<file path="src/rtl/bdac_pkg.sv">
package bdac_pkg;

    // Default geometry of the block
    localparam int unsigned BUS_W_DEF   = 8;
    localparam int unsigned CODE_W_DEF  = 12;
    localparam int unsigned SYNC_N_DEF  = 2;
    localparam int unsigned ADDR_W      = 2;

    // Register map; the high-byte slot doubles as commit in chained mode
    typedef enum logic [ADDR_W-1:0] {
        REG_LO    = 2'd0,
        REG_HI    = 2'd1,
        REG_XFER  = 2'd2,
        REG_SPARE = 2'd3
    } reg_sel_e;

    // Commit style
    typedef enum logic {
        MODE_SPLIT   = 1'b0,
        MODE_CHAINED = 1'b1
    } commit_mode_e;

    // Actions decoded from one bus cycle
    typedef struct packed {
        logic load_lo;
        logic load_hi;
        logic commit;
    } bus_act_t;

    // Decode a bus cycle into latch actions
    function automatic bus_act_t decode_cycle(
        input logic         wr_active,
        input reg_sel_e     sel,
        input commit_mode_e mode
    );
        bus_act_t a;
        a.load_lo = wr_active && (sel == REG_LO);
        a.load_hi = wr_active && (sel == REG_HI);
        a.commit  = wr_active &&
                    (((sel == REG_XFER) && (mode == MODE_SPLIT)) ||
                     ((sel == REG_HI)   && (mode == MODE_CHAINED)));
        return a;
    endfunction

endpackage

</file>
<file path="src/rtl/bdac_bus_decode.sv">
module bdac_bus_decode
    import bdac_pkg::*;
(
    input  logic                bus_sel_n,
    input  logic                bus_wr_n,
    input  logic [ADDR_W-1:0]   bus_addr,
    input  logic                auto_mode,
    output bus_act_t            act
);

    logic         wr_active;
    reg_sel_e     sel;
    commit_mode_e mode;

    always_comb begin
        wr_active = !bus_sel_n && !bus_wr_n;
        sel       = reg_sel_e'(bus_addr);
        mode      = commit_mode_e'(auto_mode);
        act       = decode_cycle(wr_active, sel, mode);
    end

endmodule

</file>
<file path="src/rtl/bdac_edge_sync.sv">
module bdac_edge_sync #(
    parameter int unsigned STAGES = bdac_pkg::SYNC_N_DEF
) (
    input  logic clk,
    input  logic rst,
    input  logic strobe_n,
    output logic fire
);

    // Idle level of the strobe is high; reset loads the idle level
    logic [STAGES-1:0] stage_q;
    logic              last_q;

    genvar gi;
    generate
        for (gi = 0; gi < STAGES; gi++) begin : g_stage
            if (gi == 0) begin : g_first
                always_ff @(posedge clk) begin
                    if (rst) stage_q[gi] <= 1'b1;
                    else     stage_q[gi] <= strobe_n;
                end
            end else begin : g_next
                always_ff @(posedge clk) begin
                    if (rst) stage_q[gi] <= 1'b1;
                    else     stage_q[gi] <= stage_q[gi-1];
                end
            end
        end
    endgenerate

    always_ff @(posedge clk) begin
        if (rst) last_q <= 1'b1;
        else     last_q <= stage_q[STAGES-1];
    end

    // One-cycle pulse on a high-to-low transition of the synchronized strobe
    assign fire = last_q && !stage_q[STAGES-1];

endmodule

</file>
<file path="src/rtl/bdac_latch_pair.sv">
module bdac_latch_pair
    import bdac_pkg::*;
#(
    parameter int unsigned BUS_W  = BUS_W_DEF,
    parameter int unsigned CODE_W = CODE_W_DEF
) (
    input  logic              clk,
    input  logic              rst,
    input  bus_act_t          act,
    input  logic [BUS_W-1:0]  wdata,
    input  logic              fire,
    output logic [CODE_W-1:0] stage_word,
    output logic [CODE_W-1:0] out_word
);

    localparam int unsigned HI_W = CODE_W - BUS_W;

    logic [CODE_W-1:0] stage_q;
    logic [CODE_W-1:0] out_q;
    logic [CODE_W-1:0] stage_nx;
    logic              take;
    logic              unused_hi_bits;

    assign unused_hi_bits = ^wdata[BUS_W-1:HI_W];

    // Staging value with this cycle's byte write applied
    always_comb begin
        stage_nx = stage_q;
        if (act.load_lo) stage_nx[BUS_W-1:0]      = wdata;
        if (act.load_hi) stage_nx[CODE_W-1:BUS_W] = wdata[HI_W-1:0];
        take = act.commit || fire;
    end

    always_ff @(posedge clk) begin
        if (rst) begin
            stage_q <= '0;
            out_q   <= '0;
        end else begin
            stage_q <= stage_nx;
            if (take) out_q <= stage_nx;
        end
    end

    assign stage_word = stage_q;
    assign out_word   = out_q;

endmodule

</file>
<file path="src/rtl/bdac_front.sv">
module bdac_front
    import bdac_pkg::*;
#(
    parameter int unsigned BUS_W   = BUS_W_DEF,
    parameter int unsigned CODE_W  = CODE_W_DEF,
    parameter int unsigned SYNC_N  = SYNC_N_DEF
) (
    input  logic              clk,
    input  logic              rst,
    input  logic              bus_sel_n,
    input  logic              bus_wr_n,
    input  logic [1:0]        bus_addr,
    input  logic [BUS_W-1:0]  bus_wdata,
    input  logic              upd_n,
    input  logic              auto_mode,
    output logic [CODE_W-1:0] code_out
);

    bus_act_t          act;
    logic              upd_fire;
    logic [CODE_W-1:0] in_word;

    bdac_bus_decode u_dec (
        .bus_sel_n (bus_sel_n),
        .bus_wr_n  (bus_wr_n),
        .bus_addr  (bus_addr),
        .auto_mode (auto_mode),
        .act       (act)
    );

    bdac_edge_sync #(.STAGES(SYNC_N)) u_sync (
        .clk      (clk),
        .rst      (rst),
        .strobe_n (upd_n),
        .fire     (upd_fire)
    );

    bdac_latch_pair #(.BUS_W(BUS_W), .CODE_W(CODE_W)) u_latch (
        .clk        (clk),
        .rst        (rst),
        .act        (act),
        .wdata      (bus_wdata),
        .fire       (upd_fire),
        .stage_word (in_word),
        .out_word   (code_out)
    );

endmodule

</file>
<file path="config.mk">
export PLATFORM = sky130hd
export DESIGN_NAME = bdac_front
export DESIGN_NICKNAME = d
export VERILOG_FILES = /design/src/rtl/bdac_pkg.sv /design/src/rtl/bdac_bus_decode.sv /design/src/rtl/bdac_edge_sync.sv /design/src/rtl/bdac_latch_pair.sv /design/src/rtl/bdac_front.sv
export SDC_FILE = /design/constraint.sdc
export NUM_CORES = 1
export LEC_CHECK = 0
export ABC_AREA = 1
export BUFFER_PORTS_ARGS = -buffer_cell sky130_fd_sc_hd__buf_2
export CAP_MARGIN = 20
export CORE_UTILIZATION = 49
export CTS_BUF_LIST = sky130_fd_sc_hd__clkbuf_8
export CTS_CLUSTER_DIAMETER = 200
export CTS_CLUSTER_SIZE = 16
export DETAILED_ROUTE_END_ITERATION = 12
export PLACE_DENSITY = 0.81
export SLEW_MARGIN = 25
export SYNTH_ARGS = -nofsm -noshare
export SYNTH_HDL_FRONTEND = slang
export SYNTH_SLANG_ARGS = --single-unit
</file>
<file path="constraint.sdc">
create_clock -name clk -period 1 [get_ports clk]
set_input_delay 0.2 -clock clk [delete_from_list [all_inputs] [get_ports clk]]
set_output_delay 0.2 -clock clk [all_outputs]
set_load 0.05 [all_outputs]
</file>
[Word level (Yosys, flattened, before mapping)]
Cells that the tools add are included.
Word-level totals
  register bits after elaboration: 27
  bits of input ports: 16
  output and inout port bits: 12
  word-level logic and storage cells: 23
Cells by class
  reduce and logical (&&, ||, !) cells: 13
  eq/ne operators: 2
  bitwise operators: 1
  muxes and demuxes: 2
Operator list (count)
  two-way mux 8 bit: 1
  logical AND 1 bit: 7
  two-way mux 4 bit: 1
  logical NOT 1 bit: 3
  == test 2 x 1 -> 1 bit (second input constant): 1
  == test 2 bit (second input constant): 1
  logical NOT 2 bit: 1
  logical OR 1 bit: 2
  inverter 1 bit: 1

[Longest topological paths before layout]
Gate-level depths: netlist of run 1.
  depth in word-level cells: 5
  depth in mapped cells: 8
  mapped depth without buffers: 7

[Hierarchy]
Synthesis of run 1 repeated with hierarchy kept, for this count alone.
Unflattened totals
  cell total of the unflattened synthesis: 167
  area, all modules: 1143.6 um^2
Modules (own cells, without submodules)
  bdac_latch_pair: area an instance 987.2 um^2, cells each 141, sequential area each 480.5 um^2, times used 1
  bdac_edge_sync: area an instance 93.8 um^2, cells each 12, sequential area each 60.1 um^2, times used 1
  bdac_bus_decode: area an instance 62.6 um^2, cells each 14, sequential area each 0.0 um^2, times used 1

[Worst setup path before layout of run 1]
No wires, ideal clock.
  path type: flip-flop to flip-flop
  start point: register u_sync.stage_q[1]
  end point: register u_latch.out_q[3], in the netlist u_latch.out_word[3]
  data required time: 0.887 ns
  arrival: 0.889 ns
  path buffers: 1
  path slack: -0.002 ns
  setup time: 0.113 ns
  cell stages (with the launch flop): 7
  clock period less this slack: 1.002 ns
  cell sequence: dfxtp_1 -> inv_2 -> nand2_1 -> buf_1 -> nand3_1 -> nand2_1 -> nor2_1
Between the ends
  cells in the longest elaborated chain, start to end: 3
Ends and longest elaborated chain
  start, declared: RTL line bdac_edge_sync.sv:11  | logic [STAGES-1:0] stage_q;
  start signal, assigned by index: RTL line bdac_edge_sync.sv:25  | else stage_q[gi] <= stage_q[gi-1];
  logical NOT 1 bit: RTL line bdac_edge_sync.sv:37  | assign fire = last_q && !stage_q[STAGES-1];
  logical AND 1 bit: RTL line bdac_edge_sync.sv:37
  logical OR 1 bit: RTL line bdac_latch_pair.sv:31  | take = act.commit || fire;
  end signal, assigned: RTL line bdac_latch_pair.sv:40  | if (take) out_q <= stage_nx;
  end, declared: RTL line bdac_latch_pair.sv:19  | logic [CODE_W-1:0] out_q;
Every way passes these cells.
A chain may end at the register's enable or synchronous reset.

[Worst setup path after layout of run 1]
  start point: register u_latch.out_q[10], in the netlist u_latch.out_word[10]
  end point: output port code_out[10]
RTL lines
  end, declared: RTL line bdac_front.sv:16  | output logic [CODE_W-1:0] code_out
No word-level cell between the ends.

==> results of run 1 <==
-- kinds of logic after synthesis --
| group | Yosys count |
|---|---|
| and+or+nand+nor | 105 |
| DFF | 27 |
| buffers and inverters | 27 |
| AOI/OAI and AO/OA | 12 |
-- cells in the mapped netlist --
| cell | n | area (sq um) |
|---|---|---|
| nor2_1 | 28 | 105.1 |
| nand2_1 | 47 | 176.4 |
| clkbuf_1 | 1 | 3.750 |
| dfxtp_1 | 27 | 540.5 |
| buf_2 | 2 | 10.01 |
| a21oi_1 | 12 | 60.06 |
| inv_2 | 2 | 7.510 |
| nor2_2 | 3 | 18.77 |
| inv_1 | 19 | 71.32 |
| nor2_4 | 1 | 11.26 |
| buf_4 | 2 | 15.01 |
| nand3_1 | 24 | 120.1 |
| or2_2 | 2 | 12.51 |
| buf_1 | 1 | 3.750 |
-- timing repair --
action / in CTS / in global routing
resized for setup: 31 / 22
setup buffers: 0 / 1
pin swaps: 1 / 4
endpoints found under the setup margin: 24 / 21
hold buffers: 0 / 0
cloned: 1 / 1
-- registers in the layout, summed over array words and instances, names as in the netlist --
register,count
u_latch.stage_word,12
u_latch.out_word,12
u_sync.last_q,1
u_sync.stage_q,2
-- through the flow --
stage,std cells,worst slack (ps)
after floorplan,171,29.34
after global placement,239,-140.7
after detailed placement,239,-191.2
after CTS,244,1.679
after global routing,246,-51.05
final,246,17.45
-- how the worst min path moves through the flow --
stage | from | endpoint | slack (ps) | cells after the start
2_1_floorplan | rst | u_latch.stage_word[4] | 270 | 1
3_3_place_gp | upd_n | u_sync.stage_q[0] | 380 | 2
3_5_place_dp | upd_n | u_sync.stage_q[0] | 390 | 2
4_1_cts | upd_n | u_sync.stage_q[0] | 110 | 2
5_1_grt | upd_n | u_sync.stage_q[0] | 100 | 2
6_report | upd_n | u_sync.stage_q[0] | 100 | 2
-- power by group --
part / total, mW / internal, mW / switching [mW] / leakage (nW)
clock: 0.654 / 0.284 / 0.370 / 0.0217
sequential: 1.16 / 1.13 / 0.0304 / 0.225
combinational: 0.550 / 0.214 / 0.336 / 0.638
-- per-layer routing --
layer  up-vias  track usage (%)  wire length (um)
met5         -                0                 0
met4         0            9.259                66
met3        11            3.333               148
met2        48            39.11              1645
met1       560            29.21              1233
li1        620                -                 -
-- layout make-up --
class / count / share of cell area (%)
Clock buffer: 3 / 2.452
Clock inverter: 1 / 0.4458
Inverter: 21 / 4.829
Multi-Input combinational cell: 118 / 32.84
Sequential cell: 27 / 33.06
Tap cell: 28 / 2.080
Timing Repair Buffer: 48 / 24.29
==> metrics list, run 1 <==
- Synthesis produced a netlist whose cell count is ~170.
- In this run the worst hold path is classified as in -> reg.
* Initial Utilization: 52.26%
* Setup repair after global routing missed its margin: yes
- Fraction of layout instances using a drive strength above 1: between 30% and 40%
* Final antenna diode count: 0
- Worst-case headroom to the max-slew limit: approximately three quarters
* Commonest cells after routing, fill and taps aside: nand2_1, nor2_1, nand3_1
- Top cell family by delay on the critical path: flip-flops
- The worst setup path is launched from a register.
* Cell chain of the critical path: buf_8
- The number of global-route vias before repair was roughly 1100.
* Reported leakage power: 0.8847 nW
- Clock skew after layout: between 0.8 and 0.9 ps
- Fraction of the mapped netlist area in compound gates: 5.195%
- In this run the remaining antenna-violating nets after routing total 0.
- Final number of setup-violating endpoints: 0
- The initial antenna violation count came to 0.
- For this run, design rule violations remaining after detail routing come to 0.
- The design draws 2.369 mW.
* Hold WS: 102.8 ps
- For this run, the register share of the synthesized area comes to 46.75%.
- Reg2Reg Depth: 5
- Of all nets on the critical path, the largest fanout is 2.
* Slew at the pin closest to its max-slew limit: 367.1 ps
- Horizontal extent of the die: 50.58 um
- Xor/xnor cell area share of the yosys netlist: 0%
* IO Count: 28
- Final cell utilization of the core: 76.13%
- Worst supply voltage drop on vdd: around 0.9 mV
* Number of port buffers: 27
* Highest clock rate: approximately 1 GHz
- Area share of fa/ha/maj cells after synthesis: 0%
- Detailed placement ended at an HPWL of 1.883 mm.
- For the worst setup path, the data required time is 800 ps.
- The detailed router finished its first iteration with 42 violations.
- Pins over their slew limit: 0
- After detailed routing, the total wire length is 3.094 mm.
* #FFs+latches synth: 27
- Entering global routing, the biggest net connects 17 pins.
- Worst-skew pair later-pin latency: 280 ps
- For this design, the slowest cell found on the critical path is dfxtp_2.
- TritonCTS Buffers: 3
- FILL cells: 148
- Dividing the detail-routed via count by the number of cells gives 5.037.
- By startpoint and endpoint, the worst setup path is classified as reg -> out.
- Measured along the y axis, the die boundary spans just over 50 um.
- Netlist area before placement: 1156 sq um
- The clock passes through at most 2 buffers.
* Final-layout setup total negative slack: 0 ps
- Worst reg2reg path startpoint: u_sync.last_q
- H-tree depth reported by CTS: 1
* Net count of the mapped netlist: roughly 190
- The first global-routing pass estimated 4.395 mm of wire.
* Global routing usage summed across all routing layers: between 20% and 30%
- Across the whole layout, storage elements account for 556.8 sq um.
- Across all register-to-register paths, the minimum setup slack is around 17 ps.
- Endpoint of the worst-slack reg-to-reg timing path: u_latch.out_word[3]
- Clock transition time at the flip-flop clock pins of the worst setup and hold paths: 100 ps
- After synthesis, the largest family of logic cells by area is simple AND/OR/NAND/NOR gates.
- The routed layout has 1239 vias.
* TritonCTS clock tree: yes
- Critical path endpoint category: output port
* Final estimated routing congestion in global placement: 0.8436
- For this run, the slowest stage of the critical path takes ~360 ps.
- For this run, the number of Yosys warnings is 0.
* Critical path endpoint: code_out[10]
- The library cell used most frequently in the layout, excluding fill and tap cells, is nand2_1.
* Area of the die: 2558 sq um
- The core region is roughly 2200 sq um.
- Placed instance area: between 1000 and 1500 sq um
- Max cap viols: 0
- The final-report hold violation count came to 0.
- Synth unique cells: 14
- In this run the clock root is driven by a clkbuf_8.
- Outcome: complete, no violations
- Path length in cells of the critical path: 1
* Final cell area excluding filler cells: approximately 1700 sq um
- Data on the critical path arrives at its endpoint at 780 ps.
- Of the post-synthesis cell area, the part taken by muxes is 0%.
* Clock net sink count: 27
- Buffering stage count on the worst path with inverters included: 1
* Relative area change from synthesis to final layout: 45.67%
- For this run, the detailed router's first-pass iteration total came to 4.
- Number of placement rows: 17
- Dividing total power by cell area gives a power density of 1406 nW/um^2.
* Start point of the critical path: u_latch.out_word[10]
* Avg Inst Size Synth: 6.761 sq um
* Post-layout nets: 235
* Crit share post-route: 98.25%
* Tmin final: 982.5 ps
- Dividing the detail-routed wire length by the instance count gives between 10 and 15 um.
* Fraction of the mapped netlist area in simple logic gates: 38.42%
* Footprint of the multi-input gates: 553.0 sq um
- Global-route congestion overflow total: 0
(Power assumes the default switching activity.)
==> run 2, diff against run 1 <==
--- a/config.mk
+++ b/config.mk
@@ -13,7 +13,8 @@
 export CTS_CLUSTER_DIAMETER = 200
 export CTS_CLUSTER_SIZE = 16
 export DETAILED_ROUTE_END_ITERATION = 12
-export PLACE_DENSITY = 0.81
+export GPL_TIMING_DRIVEN = 1
+export PLACE_DENSITY = 0.77
 export SLEW_MARGIN = 25
 export SYNTH_ARGS = -nofsm -noshare
 export SYNTH_HDL_FRONTEND = slang
==> metrics list, run 2 (synthesized netlist as in run 1, its figures left out) <==
- Critical path startpoint category: register
* Final cell utilization of the core: 73.30%
- Via-per-instance ratio: 4.787
- Final cell area excluding filler cells: around 1600 sq um
- Leaving out fill and tap cells, the most frequent cell in the layout is nand2_1.
* Global routing usage summed across all routing layers: 23.25%
- Placed instance area: 1449 sq um
- Along the worst path, the maximum fanout reaches 2.
- Worst-case headroom to the max-slew limit: between 70% and 80%
* Initial Utilization: 52.26%
* Buffering stage count on the worst path with inverters included: 1
- The floorplan step set the die width to 50.58 um.
* Final estimated routing congestion in global placement: 0.8099
- Antenna violations before repair: 0
- Number of nets with antenna violations after routing: 0
* Number of global-route vias before repair: 1093
- Global-route congestion overflow total: 0
- The first TritonRoute pass finished after 5 iterations.
- FILL cells: 180
* Critical path endpoint category: output port
* Final number of setup-violating endpoints: 0
* Path type of the worst min-delay path: in -> reg
* Path length in cells of the critical path: 1
- Detailed placer's ending HPWL: between 1.5 and 2 mm
* Crit share post-route: between 90% and 100%
- Entering global routing, the biggest net connects 16 pins.
* Worst supply voltage drop on vdd: 1.180 mV
* CTS Buffer Depth: 2
* Cell chain of the critical path: buf_8
* Clock skew after layout: around 1.6 ps
* Worst EP arrival: 790 ps
- Wires add up to 2.744 mm.
* Clock net sink count: 27
- Reported leakage power: 0.8658 nW
* Placeable core region: 2212 sq um
- Power density relative to cell area: 1425 nW/um^2
- The final-report hold violation count is 0.
* Slew at the pin closest to its max-slew limit: 384.2 ps
- Final antenna diode count: 0
- The max-slew violation count was 0.
- Subtracting the final worst setup slack from the clock period gives 989.3 ps.
- Of the cells placed in the final design, the portion with a size suffix greater than 1 is 34.26%.
- Clock-pin slew was measured on the worst setup and hold paths at 90 ps.
- Final standard cell count with taps included and fillers excluded: 244
- First-pass GRT wire length: 4.381 mm
- Per-cell routed wire length: around 11 um
* Setup repair after global routing missed its margin: yes
- From bottom edge to top edge, the die measures approximately 50 um.
- # Post-CTS Setup Buffers: 0
* Number of placement rows: 17
* TritonCTS Buffers: 3
- On the critical path, the stage with the largest delay is an instance of dfxtp_2.
- The critical path is of the reg -> out type.
* Number of port buffers: 27
* Area of the die: between 2000 and 3000 sq um
- Top cell family by delay on the critical path: flip-flops
- Total number of vias: 1168
- In this run the number of H-tree levels came out at 1.
- Measured in cells, the most critical reg-to-reg path has a length of 6.
- Timing analysis after detailed placement gives a worst setup slack of -196.3 ps.
* Minimum setup slack in the final design: ~11 ps
- Across the run, the number of max-cap violations was 0.
* Data required, critical path: 800 ps
- IO Count: 28
- Hold is met by 100.9 ps.
- Outcome: complete, no violations
* DRC violation count after routing: 0
- At the later pin of the worst-skew pair, clock insertion delay measures 280 ps.
- For this design, the CTS-stage hold fixing added 0 buffers.
* CP max stage delay: about 360 ps
- In the layout the commonest cells are nand2_1, nor2_1, nand3_1.
- First-iteration detailed-routing DRC count: 18
- At the end of the flow, the number of nets in the layout was 233.
- Counting tap cells, the placed design contains a total of 239 instances.
- In this run the clock root is driven by a clkbuf_8.
- The area growth from synthesis to layout is 40.26%.
* Hold path depth: 2
- TritonCTS clock tree: yes
- Based on the critical path, the design can be clocked at up to 1.011 GHz.
-- run 2: cell count changes in the layout (fill, tap and decap cells not counted), sizes merged --
cell and change:
buf -1, clkinv +1, clkinvlp -1, clkbuf -1
-- run 2: what timing repair did --
action | in CTS | in global routing
pin swaps | 1 | 1
endpoints found under the setup margin | 24 | 19
gates cloned | 0 | 1
resized for setup | 35 | 10
-- run 2: power breakdown --
group / leakage [nW] / internal, mW / total [mW] / switching [mW]
Clock: 0.0255 / 0.280 / 0.631 / 0.350
Combinational: 0.615 / 0.201 / 0.515 / 0.314
Sequential: 0.225 / 1.13 / 1.17 / 0.0309
Total: 0.866 / 1.62 / 2.31 / 0.695
-- run 2: layout make-up --
| class | instances | area [sq um] | share of cell area [%] |
|---|---|---|---|
| sequential | 27 | 555.5 | 34.26 |
| clock inverter | 1 | 5.005 | 0.3086 |
| clock buffer | 3 | 41.29 | 2.546 |
| multi-input combinational | 118 | 525.5 | 32.41 |
| timing repair buffer | 46 | 380.4 | 23.46 |
| tap | 28 | 35.03 | 2.160 |
| inverter | 21 | 78.83 | 4.861 |
-- run 2: path summary, 6_finish.rpt --
check                           start                  end  slack [ps]
hold reg to reg     u_sync.stage_q[0]    u_sync.stage_q[1]         420
hold / removal                  upd_n    u_sync.stage_q[0]         100
setup reg to reg    u_sync.stage_q[1]  u_latch.out_word[2]          80
setup / recovery  u_latch.out_word[0]          code_out[0]          10
-- run 2: stage by stage --
stage,TNS [ps],power (mW)
2_1_floorplan,0,1.478
3_3_place_gp,-2016,1.607
3_5_place_dp,-2660,1.620
4_1_cts,0,2.304
5_1_grt,-27.90,2.415
6_report,0,2.311
-- run 2: metal layers --
layer | vias up | track usage, % | wire (um)
met3 | 7 | 4.545 | 93
met2 | 29 | 40.44 | 1328
met1 | 515 | 27.43 | 1261
li1 | 617 | - | -
met4 | 0 | 10.19 | 60
met5 | - | 0 | 0
==> run 3, diff against run 2 <==
--- a/config.mk
+++ b/config.mk
@@ -8,13 +8,13 @@
 export ABC_AREA = 1
 export BUFFER_PORTS_ARGS = -buffer_cell sky130_fd_sc_hd__buf_2
 export CAP_MARGIN = 20
-export CORE_UTILIZATION = 49
-export CTS_BUF_LIST = sky130_fd_sc_hd__clkbuf_8
+export CORE_UTILIZATION = 46
 export CTS_CLUSTER_DIAMETER = 200
 export CTS_CLUSTER_SIZE = 16
 export DETAILED_ROUTE_END_ITERATION = 12
 export GPL_TIMING_DRIVEN = 1
-export PLACE_DENSITY = 0.77
+export PLACE_DENSITY = 0.73
+export SETUP_SLACK_MARGIN = 0.05
 export SLEW_MARGIN = 25
 export SYNTH_ARGS = -nofsm -noshare
 export SYNTH_HDL_FRONTEND = slang
==> metrics list, run 3 (synthesized netlist as in run 1, its figures left out) <==
* Global-route congestion overflow total: 0
- Crit share post-route: 106.2%
- Clock tree synthesis found a total of 27 sinks.
- Reported leakage power: 0.8579 nW
- For this run, design rule violations remaining after detail routing come to 0.
* Power density relative to cell area: around 1300 nW/um^2
* Post-layout nets: 234
- CTS Buffer Depth: 2
- The area growth from synthesis to layout is 44.16%.
* Path type of the worst min-delay path: in -> reg
- For the worst-skew pair, the clock arrives at the later sink with an insertion delay of between 300 and 400 ps.
- Clock transition time at the flip-flop clock pins of the worst setup and hold paths: approximately 150 ps
- The detail route stage leaves a number of antenna-violating nets equal to 0.
* Critical path start-end classification: reg -> out
- Buffering stage count on the worst path with inverters included: 1
* Number of global-route vias before repair: 1097
- Once routing completed, OpenROAD measured the worst setup slack at -61.76 ps.
- The worst setup path is launched from a register.
- R2r setup slk: 50 ps
* Number of port buffers: 27
- The library cell used most frequently in the layout, excluding fill and tap cells, is nand2_1.
* Final estimated routing congestion in global placement: 0.8301
* Die height: 52.13 um
- Critical path peak fanout: 2
- First drt pass iteration count: 4
* Cell chain of the critical path: buf_8
- Across the run, the number of max-cap violations was 0.
* Proportion of total power due to net switching: a little under a third
- 28 I/O pins were placed.
* Commonest cells after routing, fill and taps aside: nand2_1, nand3_1, nor2_1
* # placed instances: 236
* Fraction of layout instances using a drive strength above 1: 36.87%
- Post-detailed-routing wire length: around 2.8 mm
* Clock skew after layout: around 7.4 ps
* Detailed placer's ending HPWL: 1.949 mm
- Combinational logic is responsible for approximately a quarter of the overall power.
- The detailed router finished its first iteration with 24 violations.
- Setup violations remaining at the end of the flow were counted as 12.
* Initial Utilization: 50.33%
* Horizontal extent of the die: 52.13 um
* Hold WS: 35.11 ps
- In this run, CTS created clock tree buffers numbering 3.
- The finished layout holds ~250 standard cells, fillers aside.
- For this run, the top clock speed supported by timing is 0.9418 GHz.
- For the worst setup path, the data arrival time is 860 ps.
- Global routing usage summed across all routing layers: 23.38%
* CP max stage delay: ~380 ps
- The worst setup path is captured at an output port.
- Per-cell routed wire length: 11.54 um
- Slew at the pin closest to its max-slew limit: 383.2 ps
- For this design the total switching power over the nets is 696.1 uW.
- Largest net degree at the start of global routing: 17
- Final cell utilization of the core: approximately 73%
- Worst supply voltage drop on vdd: 0.8560 mV
- Number of placement rows: 17
* TritonCTS clock tree: yes
- Clock tree synthesis selected as its root buffer the cell clkbuf_4.
- Measured against its own limit, the worst slew margin works out to 74.42%.
- Part of the total power dissipated in the clock network: 22.1%
* Cell-internal power: 1.523 mW
- On the critical path the largest part of the delay comes from flip-flops.
- The first global-routing pass estimated 4.540 mm of wire.
* Data required, critical path: 800 ps
- The total area inside the core boundary comes to 2297 sq um.
- Pins over their slew limit: 0
- Final hold violation count: 0
- Dividing the detail-routed via count by the number of cells gives 4.833.
- Setup repair after global routing could not meet its margin everywhere.
- Antenna violations before repair: 0
- The checks that failed: setup timing.
- Prior to clock tree synthesis, the placed netlist has a worst setup slack of -228.1 ps.
* Outcome: finished with violations
- Hold repair after CTS inserted 0 buffers.
- Area of the die: roughly 2700 sq um
- Tmin final: 1062 ps
* Final antenna diode count: 0
* Part of the power in registers: 52.9%
* Total number of vias: 1184
- In this run the number of H-tree levels came out at 1.
- Library cell contributing the largest single delay on the critical path: dfxtp_2
## run 3: metrics by stage
| step | power [mW] | instance area (sq um) | TNS (ps) |
|---|---|---|---|
| after floorplan | 1.479 | 1162 | 0 |
| after global placement | 1.607 | 1431 | -2033 |
| after detailed placement | 1.618 | 1431 | -2829 |
| after CTS | 2.191 | 1607 | -616.4 |
| after global routing | 2.319 | 1667 | -994.1 |
| final | 2.220 | 1667 | -613.4 |
## run 3: routing by layer
metal	global-route usage, %	part of all wire, %	vias up
li1	-	-	620
met1	28.16	46	529
met2	40.81	49	26
met3	2.632	2.9	9
met4	11.40	2.3	0
met5	0	0	-
## run 3: worst paths after layout
kind / startpoint / end / cells past startpoint
setup reg to reg: u_sync.stage_q[1] / u_latch.out_word[3] / 6
setup / recovery: u_latch.out_word[5] / code_out[5] / 1
hold / removal: upd_n / u_sync.stage_q[0] / 2
hold reg to reg: u_sync.stage_q[0] / u_sync.stage_q[1] / 1
## run 3: layout make-up
class                   count  area, sq um
clock buffers               3        22.52
clock inverters             1        7.507
fillers                   180        630.6
inverters                  21        81.33
multi-input cells         118        545.5
flip-flops and latches     27        556.8
well taps                  28        35.03
repair buffers             47        417.9
## run 3: power groups by stage
stage	Clock [mW]	Combinational, mW	Sequential [mW]
detailed placement	0	0.445	1.17
finish	0.491	0.556	1.17
global placement	0	0.438	1.17
CTS	0.499	0.523	1.17
floorplan	0	0.179	1.30
global route	0.538	0.602	1.18
## run 3: timing repair
| item | in CTS | in global routing |
|---|---|---|
| gates cloned | 1 | 1 |
| pin swaps | 1 | 15 |
| buffers inserted | 2 | 1 |
| endpoints found under the setup margin | 24 | 24 |
| resized for setup | 46 | 16 |
